===== config.mk =====
export PLATFORM = sky130hd
export DESIGN_NAME = fx_core
export DESIGN_NICKNAME = d
export VERILOG_FILES = /design/src/rtl/fx_pkg.sv /design/src/rtl/fx_alu.sv /design/src/rtl/fx_ctrl.sv /design/src/rtl/fx_core.sv
export SDC_FILE = /design/constraint.sdc
export NUM_CORES = 1
export LEC_CHECK = 0
export BUFFER_PORTS_ARGS = -buffer_cell sky130_fd_sc_hd__buf_2
export CAP_MARGIN = 20
export CORE_UTILIZATION = 54
export CTS_BUF_LIST = sky130_fd_sc_hd__clkbuf_4
export DETAILED_ROUTE_END_ITERATION = 8
export PLACE_DENSITY_LB_ADDON = 0.05
export SYNTH_ARGS = -nofsm -noshare
export SYNTH_HDL_FRONTEND = slang
export SYNTH_SLANG_ARGS = --single-unit

===== constraint.sdc =====
create_clock -name clk -period 5.2 [get_ports clk]
set_input_delay 0 -clock clk [delete_from_list [all_inputs] [get_ports clk]]
set_output_delay 0 -clock clk [all_outputs]
set_load 0.02 [all_outputs]

===== src/rtl/fx_pkg.sv =====
package fx_pkg;
    typedef enum logic [3:0] {
        ST_LOAD_PC   = 4'd0,
        ST_FETCH_RD  = 4'd1,
        ST_FETCH_CAP = 4'd2,
        ST_IR_LOAD   = 4'd3,
        ST_DECODE    = 4'd4,
        ST_OPA_RD    = 4'd5,
        ST_OPA_CAP   = 4'd6,
        ST_OPC_SET   = 4'd7,
        ST_OPC_RD    = 4'd8,
        ST_OPC_CAP   = 4'd9,
        ST_EXEC      = 4'd10,
        ST_WRITE     = 4'd11,
        ST_PC_INC    = 4'd12,
        ST_HALT      = 4'd13
    } fx_state_t;

    localparam logic [7:0] OP_NOP  = 8'h00;
    localparam logic [7:0] OP_ADD  = 8'h01;
    localparam logic [7:0] OP_SUB  = 8'h02;
    localparam logic [7:0] OP_AND  = 8'h03;
    localparam logic [7:0] OP_MOV  = 8'h04;
    localparam logic [7:0] OP_HALT = 8'hFF;
endpackage


===== src/rtl/fx_alu.sv =====
module fx_alu
    import fx_pkg::*;
#(
    parameter int DATA_W = 24
) (
    input  logic [7:0]        op,
    input  logic [DATA_W-1:0] a,
    input  logic [DATA_W-1:0] b,
    output logic [DATA_W-1:0] res,
    output logic [3:0]        flags
);
    localparam int MSB = DATA_W - 1;

    logic [DATA_W:0] sum;
    logic            carry;
    logic            ovf;

    always_comb begin
        sum   = '0;
        res   = '0;
        carry = 1'b0;
        ovf   = 1'b0;
        unique case (op)
            OP_ADD: begin
                sum   = {1'b0, a} + {1'b0, b};
                res   = sum[MSB:0];
                carry = sum[DATA_W];
                ovf   = (a[MSB] == b[MSB]) && (res[MSB] != a[MSB]);
            end
            OP_SUB: begin
                sum   = {1'b0, a} + {1'b0, ~b} + (DATA_W+1)'(1);
                res   = sum[MSB:0];
                carry = sum[DATA_W];
                ovf   = (a[MSB] != b[MSB]) && (res[MSB] != a[MSB]);
            end
            OP_AND:  res = a & b;
            OP_MOV:  res = b;
            default: res = '0;
        endcase
        flags = {res[MSB], (res == '0), carry, ovf};
    end
endmodule


===== src/rtl/fx_ctrl.sv =====
module fx_ctrl
    import fx_pkg::*;
(
    input  logic      clk,
    input  logic      rst,
    input  logic [7:0] opcode,
    output fx_state_t state,
    output logic      mem_rd,
    output logic      mem_wr,
    output logic      halted
);
    fx_state_t nxt;

    always_ff @(posedge clk) begin
        if (rst) state <= ST_LOAD_PC;
        else     state <= nxt;
    end

    always_comb begin
        nxt = state;
        unique case (state)
            ST_LOAD_PC:   nxt = ST_FETCH_RD;
            ST_FETCH_RD:  nxt = ST_FETCH_CAP;
            ST_FETCH_CAP: nxt = ST_IR_LOAD;
            ST_IR_LOAD:   nxt = ST_DECODE;
            ST_DECODE: begin
                if (opcode == OP_ADD || opcode == OP_SUB || opcode == OP_AND)
                    nxt = ST_OPA_RD;
                else if (opcode == OP_MOV)  nxt = ST_OPC_SET;
                else if (opcode == OP_HALT) nxt = ST_HALT;
                else                        nxt = ST_PC_INC;
            end
            ST_OPA_RD:    nxt = ST_OPA_CAP;
            ST_OPA_CAP:   nxt = ST_OPC_SET;
            ST_OPC_SET:   nxt = ST_OPC_RD;
            ST_OPC_RD:    nxt = ST_OPC_CAP;
            ST_OPC_CAP:   nxt = ST_EXEC;
            ST_EXEC:      nxt = ST_WRITE;
            ST_WRITE:     nxt = ST_PC_INC;
            ST_PC_INC:    nxt = ST_LOAD_PC;
            ST_HALT:      nxt = ST_HALT;
            default:      nxt = ST_LOAD_PC;
        endcase
    end

    always_comb begin
        mem_rd = 1'b0;
        mem_wr = 1'b0;
        halted = 1'b0;
        unique case (state)
            ST_FETCH_RD, ST_OPA_RD, ST_OPC_RD: mem_rd = 1'b1;
            ST_WRITE:                          mem_wr = 1'b1;
            ST_HALT:                           halted = 1'b1;
            default: ;
        endcase
    end

    logic chk_ok;
    always_ff @(posedge clk) begin
        if (rst) chk_ok <= 1'b0;
        else     chk_ok <= 1'b1;
    end

    p_rd_single_r3: assert property (@(posedge clk) disable iff (rst)
        (chk_ok && mem_rd) |=> !mem_rd);
    p_halt_sticky_r9: assert property (@(posedge clk) disable iff (rst)
        (chk_ok && halted) |=> (halted && !mem_rd && !mem_wr));
    p_wr_after_exec_r10: assert property (@(posedge clk) disable iff (rst)
        (chk_ok && mem_wr) |-> ($past(state) == ST_EXEC));
endmodule


===== src/rtl/fx_core.sv =====
module fx_core
    import fx_pkg::*;
#(
    parameter int ADDR_W = 8,
    parameter int DATA_W = 24
) (
    input  logic              clk,
    input  logic              rst,
    output logic [ADDR_W-1:0] mem_addr,
    output logic [DATA_W-1:0] mem_wdata,
    input  logic [DATA_W-1:0] mem_rdata,
    output logic              mem_rd,
    output logic              mem_wr,
    output logic              halted,
    output logic [3:0]        state_o,
    output logic [3:0]        flags_o
);
    localparam int OP_W = DATA_W - 2 * ADDR_W;

    logic [ADDR_W-1:0] pc_q, mar_q;
    logic [DATA_W-1:0] mbr_q, ir_q, opa_q;
    logic [3:0]        flags_q;
    logic [7:0]        opcode;
    logic [ADDR_W-1:0] addr_a, addr_c;
    logic [DATA_W-1:0] alu_res;
    logic [3:0]        alu_flags;
    fx_state_t         state;

    assign opcode = 8'(ir_q[DATA_W-1 -: OP_W]);
    assign addr_a = ir_q[2*ADDR_W-1 -: ADDR_W];
    assign addr_c = ir_q[ADDR_W-1:0];

    fx_ctrl u_ctrl (
        .clk    (clk),
        .rst    (rst),
        .opcode (opcode),
        .state  (state),
        .mem_rd (mem_rd),
        .mem_wr (mem_wr),
        .halted (halted)
    );

    fx_alu #(.DATA_W(DATA_W)) u_alu (
        .op    (opcode),
        .a     (opa_q),
        .b     (mbr_q),
        .res   (alu_res),
        .flags (alu_flags)
    );

    always_ff @(posedge clk) begin
        if (rst) begin
            pc_q    <= '0;
            mar_q   <= '0;
            mbr_q   <= '0;
            ir_q    <= '0;
            opa_q   <= '0;
            flags_q <= '0;
        end else begin
            unique case (state)
                ST_LOAD_PC: mar_q <= pc_q;
                ST_FETCH_CAP, ST_OPA_CAP, ST_OPC_CAP: mbr_q <= mem_rdata;
                ST_IR_LOAD: ir_q  <= mbr_q;
                ST_DECODE:  mar_q <= addr_a;
                ST_OPC_SET: begin
                    opa_q <= mbr_q;
                    mar_q <= addr_c;
                end
                ST_EXEC: begin
                    mbr_q   <= alu_res;
                    flags_q <= alu_flags;
                    mar_q   <= addr_a;
                end
                ST_PC_INC:  pc_q <= pc_q + 1'b1;
                default: ;
            endcase
        end
    end

    assign mem_addr  = mar_q;
    assign mem_wdata = mbr_q;
    assign state_o   = state;
    assign flags_o   = flags_q;

    logic chk_ok;
    always_ff @(posedge clk) begin
        if (rst) chk_ok <= 1'b0;
        else     chk_ok <= 1'b1;
    end

    p_mar_from_pc_r2: assert property (@(posedge clk) disable iff (rst)
        (chk_ok && state == ST_LOAD_PC) |=> (mem_addr == $past(pc_q)));
    p_ir_from_mbr_r2: assert property (@(posedge clk) disable iff (rst)
        (chk_ok && state == ST_IR_LOAD) |=> (ir_q == $past(mbr_q)));
    p_pc_hold_r10: assert property (@(posedge clk) disable iff (rst)
        (chk_ok && state != ST_PC_INC) |=> $stable(pc_q));
    p_flags_hold_r8: assert property (@(posedge clk) disable iff (rst)
        (chk_ok && state != ST_EXEC) |=> $stable(flags_o));
    p_wr_addr_a_r4: assert property (@(posedge clk) disable iff (rst)
        (chk_ok && mem_wr) |-> (mem_addr == addr_a));
endmodule


==> results of run 1 <==
[Yosys cell counts (all sizes together) (7+ instances only)]
| cell type | instances |
|---|---|
| a221o | 7 |
| a22oi | 25 |
| nor2b | 13 |
| o31ai | 9 |
| buf | 18 |
| o211ai | 11 |
| and2 | 11 |
| o21ai | 45 |
| dfxtp | 96 |
| inv | 50 |
| nand4 | 11 |
| a31oi | 10 |
| a221oi | 9 |
| and3 | 9 |
| ha | 49 |
| nor2 | 107 |
| nand2 | 149 |
| a211oi | 31 |
| nand3 | 17 |
| a21oi | 123 |
| clkbuf | 55 |
| nor3 | 22 |
| nand2b | 15 |
| xor2 | 7 |
[repair_timing]
item,CTS,global route
setup endpoints to repair,0,0
hold buffers,26,0
resized for setup,0,0
hold endpoints to repair,39,0
[layer usage]
layer  wire, um  GRT usage, %  up-vias  part of all wire [%]
met5          0             0        -                     0
met4        632         13.29        0                   2.6
met3       1945         4.119       51                   8.0
met2      10740         53.76      362                    44
met1      10910         48.90     3741                    45
li1           -             -     3779                     -
[flip-flops by register name, summed over array words and instances, names as in the netlist]
signal,count
u_ctrl.state,4
ir_q,24
mem_wdata,24
flags_o,4
mem_addr,8
pc_q,8
opa_q,24
[report_power, final]
group | switching, W | internal [W]
sequential | 0.0000499 | 0.000766
combinational | 0.000313 | 0.000177
clock | 0.000315 | 0.000114
[critical path, delay by kind of cell (launching register included)]
kind                     cells  cell delay [ps]
adder cells (fa/ha/maj)      1              540
buffers and inverters        3              870
AND/OR/NAND/NOR              2              250
flip-flops                   1              540
AO/OA/AOI/OAI                8             2160
[kinds of logic (layout without fill, tap and decap cells)]
kind of cell               after synthesis  after routing
xor gates and xnor gates                11             11
DFF                                     96             96
and+or+nand+nor                        388            388
AOI/OAI and AO/OA                      347            347
buffers and inverters                  123            171
other                                    0              1
adders and majority gates               51             51
muxes                                    7              7
[through the flow]
stage          setup WS (ps)  util [%]
6_report               776.0     61.21
5_1_grt                333.7     61.21
4_1_cts                937.3     61.19
3_5_place_dp            1206     58.18
3_3_place_gp            1253     58.18
2_1_floorplan           1568         -
[worst paths after layout]
| path | slack, ps | cells past startpoint | endpoint | startpoint |
|---|---|---|---|---|
| setup / recovery | 780 | 14 | mem_wdata[23]$_SDFFE_PP0P_ | mem_wdata[12]$_SDFFE_PP0P_ |
| hold / removal | 40 | 5 | mem_wdata[19]$_SDFFE_PP0P_ | mem_rdata[19] |
| setup reg to reg | 780 | 14 | mem_wdata[23]$_SDFFE_PP0P_ | mem_wdata[12]$_SDFFE_PP0P_ |
| hold reg to reg | 470 | 2 | ir_q[14]$_SDFFE_PP0P_ | ir_q[14]$_SDFFE_PP0P_ |
[layout make-up]
class                      instances  area, um2
fill                            1300       5157
multi-input combinational        804       4980
sequential                        96       1922
timing repair buffer             105      685.7
tap                              176      220.2
inverter                          50      187.7
clock inverter                     7      72.57
clock buffer                       9      67.56
antenna                            1      2.502
==> qor.csv, run 1 <==
metric,value,unit
num_rows,42,
clockBufferDepth,2,
drcViolationCount,0,
place_area,7735,um2
synth.area.top_cells,"dfxtp_1 (26%), ha_1 (8.3%), a21oi_1 (8.1%), nand2_1 (7.6%), nor2_1 (5.4%)",
tightest_slew,1167,ps
hold_viol,0,
layout-drive-gt1-share,11.48,%
clock_skew,21.65,ps
cts_setup_buffers,0,
crit_arrival,4880,ps
slowest_stage,dlygate4sd3_1,
synth_compound_area_share,31.82,%
antenna_found_initial,1,
drt_iter0_markers,851,
synth_top_family_by_area,compound AO/OA/AOI/OAI gates,
totalWireLength,24.23,mm
clock_sinks,96,
track_usage,34.65,%
yosysWarnings,0,
synth.avg_cell_area,7.210,um2
cts_buffers,9,
critPathMaxFanout,12,
detail-route-antenna-nets,0,
vias,7933,
synth.distinct_cells,82,
ys_seq_area_share,26.06,%
critical-path-max-stage-delay,590,ps
final_cell_count_no_fill,1248,
p_per_area,213.1,nW/um2
critPathLaunchType,flip-flop,
gp_congestion,0.9880,
synth_xor_area_share,1.306,%
max_slew_margin,22.18,%
nets,1143,
core,13300,um2
cp_cell_sequence,"inv_1, ha_1, inv_1, a2111oi_0, nand3_1, o21ai_2, o21ai_1, a31o_2, a21o_1, o21ai_0, a21o_1, nor2_1, o31ai_1, dlygate4sd3_1",
rsz0062_at_grt,no,
grt_pass1_vias,7188,
p_total,0.001734,W
synth_top_area_share,26.06,%
synth_ff_type,dfxtp_1,
vdd_ir_drop_max,146.7,uV
syn_inst,1023,
synthMuxAreaShare,1.001,%
dieArea,14130,um2
die_w,118.9,um
synth_nets,1100,
routedWlPerCell,19.42,um
drv_slew,0,
die_h,118.9,um
dr.pass1.iters,6,
max_freq,0.2260,GHz
synth-seq-cells,96,
synth-async-reset-ratio,0,%
yosys.area_share.adder,8.855,%
grt_pass1_wl,38.76,mm
crit_type,reg -> reg,
min_period,4424,ps
ctsRootBufferMaster,clkbuf_4,
io_pins,69,
syn_area,7376,um2
synth-edff-count,0,
grt_max_degree,68,
cts_tree,yes,
p_leak,3.270,nW
clk_pin_slew,170,ps
cp-end-kind,flip-flop,
grt_overflow,0,
synth_area_leader_cell,dfxtp_1,
final_common_cell,nand2_1,
io_buffer_count,68,
worst_hold_path_type,in -> reg,
fin_area,8138,um2
avgViaCountPerCell,6.357,
status,"complete, no violations",
hold-worst-slack,36.21,ps
setup_viol,0,
clk_latency,520,ps
tns,0,ps
dp_cells,1205,
worstPathRequired,5660,ps
areaGrowthSynthToFinish,10.33,%
final_cell_mix,"nand2_1 (149), a21oi_1 (119), nor2_1 (106)",
synthSimpleGateAreaFrac,24.27,%
place_hpwl,17.07,mm
initial_core_util,55.48,%
htreeDepth,3,
maxCapViolations,0,
post-route-period-util,85.08,%
Power figures use the tool's default switching activity.
==> run 2: changes to the inputs <==
Settings changed: CORE_ASPECT_RATIO from default to 0.7.
==> qor.csv, run 2 (synthesis results as in run 1) <==
metric,value,unit,change
status,"complete, no violations",,
antenna_found_initial,0,,-1
vias,8002,,+0.87%
dp_slack,1238,ps,+31.63 ps
startpoint,mem_wdata[0]$_SDFFE_PP0P_,,
htreeDepth,3,,unchanged
maxCapViolations,0,,unchanged
die_h,99.78,um,-16%
post-route-worst-setup-slack,1098,ps,+322.0 ps
clock_sinks,96,,unchanged
nets,1141,,-0.17%
track_usage,35.72,%,+1.1 points
final_cell_mix,"nand2_1 (149), a21oi_1 (119), nor2_1 (106)",,
drv_slew,0,,unchanged
max_slew_margin,21.59,%,-0.59 points
cts_buffers,9,,unchanged
worstPathRequired,5620,ps,-40 ps
clk_latency,490,ps,-30 ps
max_freq,0.2438,GHz,+7.9%
crit_arrival,4520,ps,-360 ps
drcViolationCount,0,,unchanged
tightest_slew,1176,ps,+8.912 ps
num_rows,35,,-17%
cts_resized,0,,unchanged
core,13230,um2,-0.53%
areaGrowthSynthToFinish,9.873,%,
post-route-period-util,78.88,%,-6.2 points
avgViaCountPerCell,6.381,,+0.39%
clockBufferDepth,2,,unchanged
dieArea,14140,um2,about the same
detail-route-antenna-nets,0,,unchanged
setup_viol,0,,unchanged
vdd_ir_drop_max,122.0,uV,-17%
cts_tree,yes,,
reg2reg_slack,1100,ps,+320 ps
dr.pass1.iters,6,,unchanged
die_w,141.7,um,+19%
critPathMaxFanout,7,,-5
p_per_area,212.8,nW/um2,-0.17%
ctsRootBufferMaster,clkbuf_4,,
grt_pass1_wl,39.14,mm,+0.96%
io_buffer_count,68,,unchanged
grt_max_degree,86,,+26%
clock_skew,22.42,ps,+0.7733 ps
place_area,7755,um2,+0.26%
rsz0062_at_grt,no,,
p_total,0.001724,W,-0.59%
routedWlPerCell,19.87,um,+2.4%
io_pins,69,,unchanged
crit_type,reg -> reg,,
totalWireLength,24.92,mm,+2.8%
p_leak,3.236,nW,-1.0%
r2r-start,mem_wdata[0]$_SDFFE_PP0P_,,
initial_core_util,55.77,%,+0.29 points
layout-drive-gt1-share,11.69,%,+0.21 points
drt_iter0_markers,964,,+13%
clk_pin_slew,180,ps,about the same
diodes,0,,-1
grt_overflow,0,,unchanged
cp-end-kind,flip-flop,,
final_common_cell,nand2_1,,
critPathLaunchType,flip-flop,,
place_hpwl,17.51,mm,+2.6%
min_from,mem_rdata[16],,
grt_pass1_vias,7053,,-1.9%
worst_hold_path_type,in -> reg,,
tns,0,ps,unchanged
min_period,4102,ps,-322.0 ps
fin_area,8104,um2,-0.42%
gp_congestion,1.006,,+1.9%
hold_viol,0,,unchanged
cts_setup_buffers,0,,unchanged
## run 2: layer usage
layer  wire length, um  global-route usage (%)  vias up
li1                  -                       -     3771
met1             11480                   53.49     3704
met2             10040                   51.57      473
met3              2792                   6.632       54
met4               608                   10.26        0
met5                 0                       0        -
## run 2: critical path, cell delays in order (launching register included)
cell and delay [ps]:
dfxtp_1 480, ha_1 230, inv_1 70, fa_1 410
o21ba_1 220, or4_4 450, nand4_1 120, a21oi_1 180
a221oi_1 350, o22ai_1 200, nor3_1 250, and4_1 210
nand4_1 160, or4_4 570, o31ai_4 160
## run 2: repair_timing
| item | in CTS | in global routing |
|---|---|---|
| hold endpoints to repair | 34 | 0 |
| hold buffers | 22 | 0 |
| setup endpoints to repair | 0 | 0 |
## run 2: cell type report
class                           instances  area (um2)
Clock inverter                          7       61.31
Clock buffer                            9       67.56
Fill cell                            1262        5121
Multi-Input combinational cell        804        4974
Sequential cell                        96        1922
Inverter                               50       187.7
Timing Repair Buffer                  103       660.6
Tap cell                              185       231.5
## run 2: worst paths after layout
| path | endpoint | cells past startpoint |
|---|---|---|
| setup / recovery | flags_o[2]$_SDFFE_PP0N_ | 14 |
| hold / removal | mem_wdata[16]$_SDFFE_PP0P_ | 5 |
| setup reg to reg | flags_o[2]$_SDFFE_PP0N_ | 14 |
| hold reg to reg | ir_q[11]$_SDFFE_PP0P_ | 2 |
## run 2: per-stage QoR
| stage | instances | hold slack, ps | util, % |
|---|---|---|---|
| after floorplan | 1023 | 163.0 | - |
| after global placement | 1216 | 298.9 | 58.64 |
| after detailed placement | 1216 | 307.0 | 58.64 |
| after CTS | 1254 | 5.135 | 61.28 |
| after global routing | 1254 | 38.73 | 61.28 |
| final | 1254 | 14.91 | 61.28 |
## run 2: power by group
group	internal, W	total, W	switching (W)
Clock	0.000106	0.000419	0.000313
Combinational	0.000176	0.000492	0.000317
Sequential	0.000766	0.000813	0.0000466
